File: config.mk
export PLATFORM = sky130hd
export DESIGN_NAME = serial_audio_rx
export DESIGN_NICKNAME = d
export VERILOG_FILES = /design/src/rtl/sar_pkg.sv /design/src/rtl/sar_frame_track.sv /design/src/rtl/sar_lane.sv /design/src/rtl/serial_audio_rx.sv
export SDC_FILE = /design/constraint.sdc
export NUM_CORES = 1
export LEC_CHECK = 0
export BUFFER_PORTS_ARGS = -buffer_cell sky130_fd_sc_hd__buf_2
export CORE_UTILIZATION = 62
export CTS_BUF_LIST = sky130_fd_sc_hd__clkbuf_2
export DETAILED_ROUTE_END_ITERATION = 12
export HOLD_SLACK_MARGIN = 0.02
export PLACE_DENSITY = 0.83
export SETUP_SLACK_MARGIN = 0.3
export SYNTH_ARGS = -nofsm -noshare
export SYNTH_HDL_FRONTEND = slang
export SYNTH_SLANG_ARGS = --single-unit
File: constraint.sdc
create_clock -name bclk -period 4.8 [get_ports bclk]
set_input_delay 0.24 -clock bclk [delete_from_list [all_inputs] [get_ports bclk]]
set_output_delay 0.24 -clock bclk [all_outputs]
set_load 0.1 [all_outputs]
File: src/rtl/sar_pkg.sv
// Shared definitions for the serial audio receiver.
// Assumes the framing code is 3 bits wide and codes above 4 are unused.
package sar_pkg;
    typedef enum logic [2:0] {
        FMT_TAIL16 = 3'd0,
        FMT_TAIL20 = 3'd1,
        FMT_HEAD24 = 3'd2,
        FMT_I2S    = 3'd3,
        FMT_TAIL24 = 3'd4
    } sar_fmt_e;

    localparam int SAR_SHORT_A = 16;
    localparam int SAR_SHORT_B = 20;

    // Returns 1 for any framing code the receiver understands.
    function automatic logic sar_fmt_known(input logic [2:0] f);
        return f <= 3'd4;
    endfunction
endpackage

File: src/rtl/sar_frame_track.sv
// Tracks the frame clock. It emits a boundary pulse where a new word
// starts, a bit index counted from that boundary, and the channel of the
// half-frame that just ended.
// Assumes each half-frame lasts at least two bit clocks.
module sar_frame_track
    import sar_pkg::*;
#(
    parameter int IDX_W = 5
) (
    input  logic             clk,
    input  logic             rst_n,
    input  logic             lrclk,
    input  logic [2:0]       fmt,
    output logic             boundary,
    output logic             cap,
    output logic             ended_left,
    output logic [IDX_W-1:0] idx
);
    localparam logic [IDX_W-1:0] CNT_MAX = {IDX_W{1'b1}};

    logic             seen;
    logic             lr_q;
    logic             chg_q;
    logic [IDX_W-1:0] cnt;
    logic             chg;
    logic             left_lvl;

    assign chg = seen && (lrclk != lr_q);

    // Remember the previous frame clock level and the delayed change flag
    always_ff @(posedge clk) begin
        if (!rst_n) begin
            seen  <= 1'b0;
            lr_q  <= 1'b0;
            chg_q <= 1'b0;
        end else begin
            seen  <= 1'b1;
            lr_q  <= lrclk;
            chg_q <= chg;
        end
    end

    // Place the word boundary: one edge later for the delayed-MSB format
    always_comb begin
        boundary   = (fmt == FMT_I2S) ? chg_q : chg;
        cap        = boundary && sar_fmt_known(fmt);
        left_lvl   = (fmt == FMT_I2S) ? 1'b0 : 1'b1;
        ended_left = (~lrclk) == left_lvl;
        idx        = boundary ? '0 : cnt;
    end

    // Count bit clocks since the boundary, saturating at the top value
    always_ff @(posedge clk) begin
        if (!rst_n) begin
            cnt <= CNT_MAX;
        end else if (boundary) begin
            cnt <= IDX_W'(1);
        end else if (cnt != CNT_MAX) begin
            cnt <= cnt + IDX_W'(1);
        end
    end


    idx_restart_chk: assert property (@(posedge clk) disable iff (!rst_n)
        boundary |=> (idx == IDX_W'(1) || boundary));
endmodule

File: src/rtl/sar_lane.sv
// Deserialises one data line. A free-running shift register serves the
// tail-aligned formats. A boundary-anchored accumulator serves the
// head-aligned formats. The word is selected by framing code.
// Assumes the word width is at least 20 bits.
module sar_lane
    import sar_pkg::*;
#(
    parameter int W     = 24,
    parameter int IDX_W = 5
) (
    input  logic             clk,
    input  logic             rst_n,
    input  logic             sd,
    input  logic [2:0]       fmt,
    input  logic             boundary,
    input  logic [IDX_W-1:0] idx,
    output logic [W-1:0]     word
);
    logic [W-1:0] sh;
    logic [W-1:0] acc;
    logic [W-1:0] slot_hot;

    // Keep the last W received bits for the tail-aligned formats
    always_ff @(posedge clk) begin
        if (!rst_n) sh <= '0;
        else        sh <= {sh[W-2:0], sd};
    end

    // One-hot slot for the current bit, empty once W bits are placed
    always_comb begin
        if (idx < IDX_W'(W)) slot_hot = W'(1) << (W - 1 - int'(idx));
        else                 slot_hot = '0;
    end

    // Fill the word MSB first from the boundary; unfilled bits stay zero
    always_ff @(posedge clk) begin
        if (!rst_n) begin
            acc <= '0;
        end else if (boundary) begin
            acc <= {sd, {(W-1){1'b0}}};
        end else begin
            acc <= (acc & ~slot_hot) | (sd ? slot_hot : '0);
        end
    end

    // Choose and sign-extend the word that matches the framing code
    always_comb begin
        case (fmt)
            FMT_TAIL16: word = {{(W-SAR_SHORT_A){sh[SAR_SHORT_A-1]}}, sh[SAR_SHORT_A-1:0]};
            FMT_TAIL20: word = {{(W-SAR_SHORT_B){sh[SAR_SHORT_B-1]}}, sh[SAR_SHORT_B-1:0]};
            FMT_TAIL24: word = sh;
            default:    word = acc;
        endcase
    end


    acc_clear_chk: assert property (@(posedge clk) disable iff (!rst_n)
        boundary |=> (acc[W-2:0] == '0 || boundary));
endmodule

File: src/rtl/serial_audio_rx.sv
// Top level of the multi-format serial audio receiver. It holds each
// frame's left words until the right words are complete, then updates
// all outputs together with a one-cycle strobe.
// Assumes the bit clock drives clk and that a reset follows any change
// of the framing code.
module serial_audio_rx
    import sar_pkg::*;
#(
    parameter int LINES = 3,
    parameter int W     = 24
) (
    input  logic               bclk,
    input  logic               rst_n,
    input  logic               lrclk,
    input  logic [LINES-1:0]   sdata,
    input  logic [2:0]         fmt,
    output logic [LINES*W-1:0] left_out,
    output logic [LINES*W-1:0] right_out,
    output logic               frame_valid
);
    localparam int IDX_W = $clog2(W + 1);

    logic               boundary;
    logic               cap;
    logic               ended_left;
    logic [IDX_W-1:0]   idx;
    logic [LINES*W-1:0] word_all;
    logic [LINES*W-1:0] left_stage;
    logic               left_ok;

    sar_frame_track #(.IDX_W(IDX_W)) i_track (
        .clk        (bclk),
        .rst_n      (rst_n),
        .lrclk      (lrclk),
        .fmt        (fmt),
        .boundary   (boundary),
        .cap        (cap),
        .ended_left (ended_left),
        .idx        (idx)
    );

    for (genvar k = 0; k < LINES; k++) begin : g_lane
        sar_lane #(.W(W), .IDX_W(IDX_W)) i_lane (
            .clk      (bclk),
            .rst_n    (rst_n),
            .sd       (sdata[k]),
            .fmt      (fmt),
            .boundary (boundary),
            .idx      (idx),
            .word     (word_all[k*W +: W])
        );
    end

    // Stage left words, then publish the whole frame when right completes
    always_ff @(posedge bclk) begin
        if (!rst_n) begin
            left_stage  <= '0;
            left_ok     <= 1'b0;
            left_out    <= '0;
            right_out   <= '0;
            frame_valid <= 1'b0;
        end else begin
            frame_valid <= 1'b0;
            if (cap) begin
                if (ended_left) begin
                    left_stage <= word_all;
                    left_ok    <= 1'b1;
                end else begin
                    if (left_ok) begin
                        left_out    <= left_stage;
                        right_out   <= word_all;
                        frame_valid <= 1'b1;
                    end
                    left_ok <= 1'b0;
                end
            end
        end
    end


    single_pulse_chk: assert property (@(posedge bclk) disable iff (!rst_n)
        frame_valid |=> !frame_valid);


    hold_between_chk: assert property (@(posedge bclk) disable iff (!rst_n)
        !frame_valid |-> ($stable(left_out) && $stable(right_out)));


    unused_fmt_chk: assert property (@(posedge bclk) disable iff (!rst_n)
        (fmt > 3'd4) |=> !frame_valid);
endmodule

==> Implementation_results.wiki <==
{| class="wikitable"
! Metric !! Value
|-
| Post-synthesis cell type with the largest combined area || dfxtp_1
|-
| Port Buffers || 153
|-
| Post-CTS Resized || 0
|-
| Share of the yosys chip area belonging to registers || 0.4992
|-
| Growth of design area from synthesis to finish || 10.76%
|-
| Hold slack final || 163.5 ps
|-
| Number of distinct library cells after synthesis || 53
|-
| Boundary pin count || approximately 150
|-
| Global route total overflow || 0
|-
| Result of the run || finished, final reports clean
|-
| Gpl congestion || 0.9284
|-
| Most frequent cell after synthesis || dfxtp_1
|-
| Cell breakdown of the critical path || dlygate4sd3_1 > buf_2 > nand3b_1 > a31oi_2 > and2_1 > ha_1 > or4_1 > a311oi_1 > nand3_1 > a21oi_1
|-
| Total DRC errors in the routed layout || 0
|-
| Total routed wirelength || 35810 um
|-
| Kind of cell adding the most delay to the critical path || compound AO/OA/AOI/OAI gates
|-
| Half-perimeter wire length of the detailed placement result || 23100 um
|-
| Worst EP arrival || just under 4000 ps
|-
| Synth warnings || 0
|-
| Clock net sink count || 370
|-
| Final hold violations || 0
|-
| Maximum resistive drop on vdd || 193.5 uV
|-
| Routed len/inst || between 15 and 20 um
|-
| Dominant cells by area after synthesis || dfxtp_1 50%, mux2i_1 16%, nand2_1 7.5%
|-
| Effective utilization at floorplan || 0.6321
|-
| Overall power after layout || roughly 6 mW
|-
| Die extent in y || 156.7 um
|-
| Synth cell count leaders || 370 x dfxtp_1, 297 x nand2_1, 232 x mux2i_1, 84 x nor2_1, 81 x clkbuf_1
|-
| Final max-slew violation count || 0
|-
| Crit path max-delay cell type || a311oi_1
|-
| Wire length of the first global-routing pass || 57440 um
|-
| Met2 global-route usage || 0.4802
|-
| TritonCTS clock tree || yes
|-
| Area share of the largest cell type after synthesis || 0.4992
|-
| Share of layout cells above drive strength 1 || 0.2049
|-
| Post-layout util || 0.7002
|-
| Routed via count || between 10000 and 15000
|-
| Critical Path RT || 5550 ps
|-
| Final sum of negative setup slack || 0 ps
|-
| Clock Tree Root || clkbuf_2
|-
| Worst slew margin relative to its limit || 0.2340
|-
| Die Area || 24550 um2
|-
| Final critical path time including I/O delays and setup || 3230 ps
|-
| Net count after synthesis || 1599
|-
| Number of flops mapped to enable cells by yosys || 0
|-
| Max stage delay on crit path || 750 ps
|-
| Most used routing layer || met2
|-
| Flop and latch count out of synthesis || 370
|-
| Startpoint of the lowest-slack hold path || fmt[2]
|-
| Via count of the first global-routing pass || 11510
|-
| Max Clock Skew || 68.94 ps
|-
| Type of the worst setup path || in -> reg
|-
| Leakage power of the design || 6.846 nW
|-
| Category of the worst setup path capture point || flip-flop
|-
| Filler cell count in the final layout || 1848
|-
| Drt via density || 5.656
|-
| Type of the worst min-delay path || in -> reg
|-
| Netlist area before placement || 14840 um2
|-
| Area of the placeable core || 23470 um2
|-
| Startpoint Class || primary input
|-
| Total number of placement rows || 56
|-
| Antenna violations before repair || 1
|-
| Number of buffers inserted by post-CTS setup repair || 0
|-
| RSZ-0062 raised after global routing || no
|-
| Count of maximum capacitance violations || 0
|-
| Min-Delay Endpoint || left_ok$_SDFFE_PN0P_
|-
| Post-detailed-route count of antenna-violating nets || 0
|-
| Chip width || approximately 160 um
|-
| Met1 Use GR || 0.3729
|-
| Violation count after the first detailed-routing iteration || 965
|-
| Post-Synthesis Cells || 1587
|-
| First drt pass iteration count || 6
|-
| Most common flop cell mapped by yosys || dfxtp_1
|-
| Number of buffer and inverter instances along the worst setup path || 2
|-
| Number of buffers added by the clock tree synthesis step || just over 90
|-
| Nets || about 1700
|-
| CTS HTree Levels || 3
|-
| P per Cell Area || 372.4 nW/um2
|-
| Maximum number of pins on one net before global-route repair || approximately 130
|-
| Final number of setup-violating endpoints || 0
|-
| Measured slew at the worst slew-check pin || 1149 ps
|-
| Clk_lat worst skew || approximately 890 ps
|-
| Synthesized area per cell || 9.350 um2
|-
| Reg2Reg Setup Slack || 1590 ps
|-
| Worst Path Max Fanout || 25
|-
| Upper clock frequency limit || 309.6 MHz
|-
| Total Routing Usage GR || 0.2955
|-
| Portion of the clock cycle consumed by the worst path in the final layout || 0.6729
|-
| Number of buffers between clock root and the deepest sink || 3
|-
| Depth of the worst register-to-register path || 9
|-
| Synth async-reset ratio || 0
|-
| Reg-to-reg critical path startpoint || i_track.lr_q$_SDFF_PN0_
|-
| Number of stages on the worst hold path || 4
|-
| Post-CTS clock slew at the launch and capture registers of the worst setup and hold paths || ~120 ps
|-
| Met3 global-route usage || 0.06342
|}
-- power by group --
part | internal [mW] | leakage (nW) | switching [mW] | total (mW)
sequential | 3.12 | 2.98 | 0.0917 | 3.21
clock | 0.870 | 0.608 | 1.19 | 2.06
combinational | 0.225 | 3.25 | 0.623 | 0.848
-- cell type report --
| cell class | instances | area, um2 | area share |
|---|---|---|---|
| Sequential cell | 370 | 7407 | 0.4507 |
| Multi-Input combinational cell | 1067 | 6803 | 0.4139 |
| Tap cell | 319 | 399.1 | 0.02429 |
| Timing Repair Buffer | 174 | 973.4 | 0.05923 |
| Antenna cell | 1 | 2.502 | 0.0001523 |
| Inverter | 18 | 67.56 | 0.004111 |
| Clock inverter | 12 | 126.4 | 0.007689 |
| Clock buffer | 131 | 655.6 | 0.03989 |
-- cell families after synthesis --
kind of cell	share of synthesized area
xor gates and xnor gates	0.004048
and+or+nand+nor	0.1733
AOI/OAI and AO/OA	0.08272
DFF	0.4992
buffers and inverters	0.04537
adders and majority gates	0.003205
muxes	0.1922
-- metrics by stage --
| step | setup slack, ps | instances | instance area [um2] |
|---|---|---|---|
| global placement | 1514 | 1942 | 15590 |
| CTS | 1599 | 2091 | 16430 |
| floorplan | 2117 | 1587 | 14840 |
| detailed placement | 1367 | 1942 | 15590 |
| finish | 1570 | 2092 | 16430 |
| global route | 1365 | 2092 | 16430 |
-- per-layer routing --
| metal | vias up | wire [um] |
|---|---|---|
| li1 | 5696 | - |
| met2 | 463 | 16770 |
| met3 | 77 | 2465 |
| met5 | - | 0 |
| met4 | 0 | 989 |
| met1 | 5597 | 15580 |
-- cell usage in the layout, fill, tap and decap left out, types with 8 or more instances in the layout --
| cell | Yosys | routed |
|---|---|---|
| o221ai_1 | 9 | 9 |
| clkbuf_2 | 0 | 131 |
| a221oi_1 | 12 | 12 |
| nand3_1 | 74 | 74 |
| o21ai_0 | 75 | 75 |
| buf_4 | 13 | 13 |
| buf_2 | 22 | 152 |
| and2_1 | 73 | 73 |
| mux2_2 | 47 | 47 |
| nand2_1 | 297 | 296 |
| dfxtp_1 | 370 | 370 |
| mux2i_1 | 232 | 232 |
| inv_1 | 17 | 17 |
| nand2b_1 | 8 | 8 |
| a21oi_1 | 78 | 77 |
| nor2_1 | 84 | 84 |
-- how the worst max path moves through the flow --
stage	cells after the start	endpoint	start	slack, ps
finish	10	flip-flop	fmt[1]	1570
global route	9	flip-flop	i_track.lr_q$_SDFF_PN0_	1370
CTS	9	flip-flop	i_track.lr_q$_SDFF_PN0_	1600
detailed placement	9	flip-flop	fmt[2]	1370
global placement	9	flip-flop	fmt[2]	1510
floorplan	10	flip-flop	fmt[0]	2120
-- repair_timing --
item,CTS,global route
endpoints found under the hold margin,150,0
endpoints found under the setup margin,0,0
hold buffers,6,0
-- tightest hold or removal path, cell delays in order --
cell and delay (ps):
buf_2 260, nor2b_1 210, o21ai_0 190, a21oi_1 70
No activity file was read; power rests on OpenSTA's default activity.
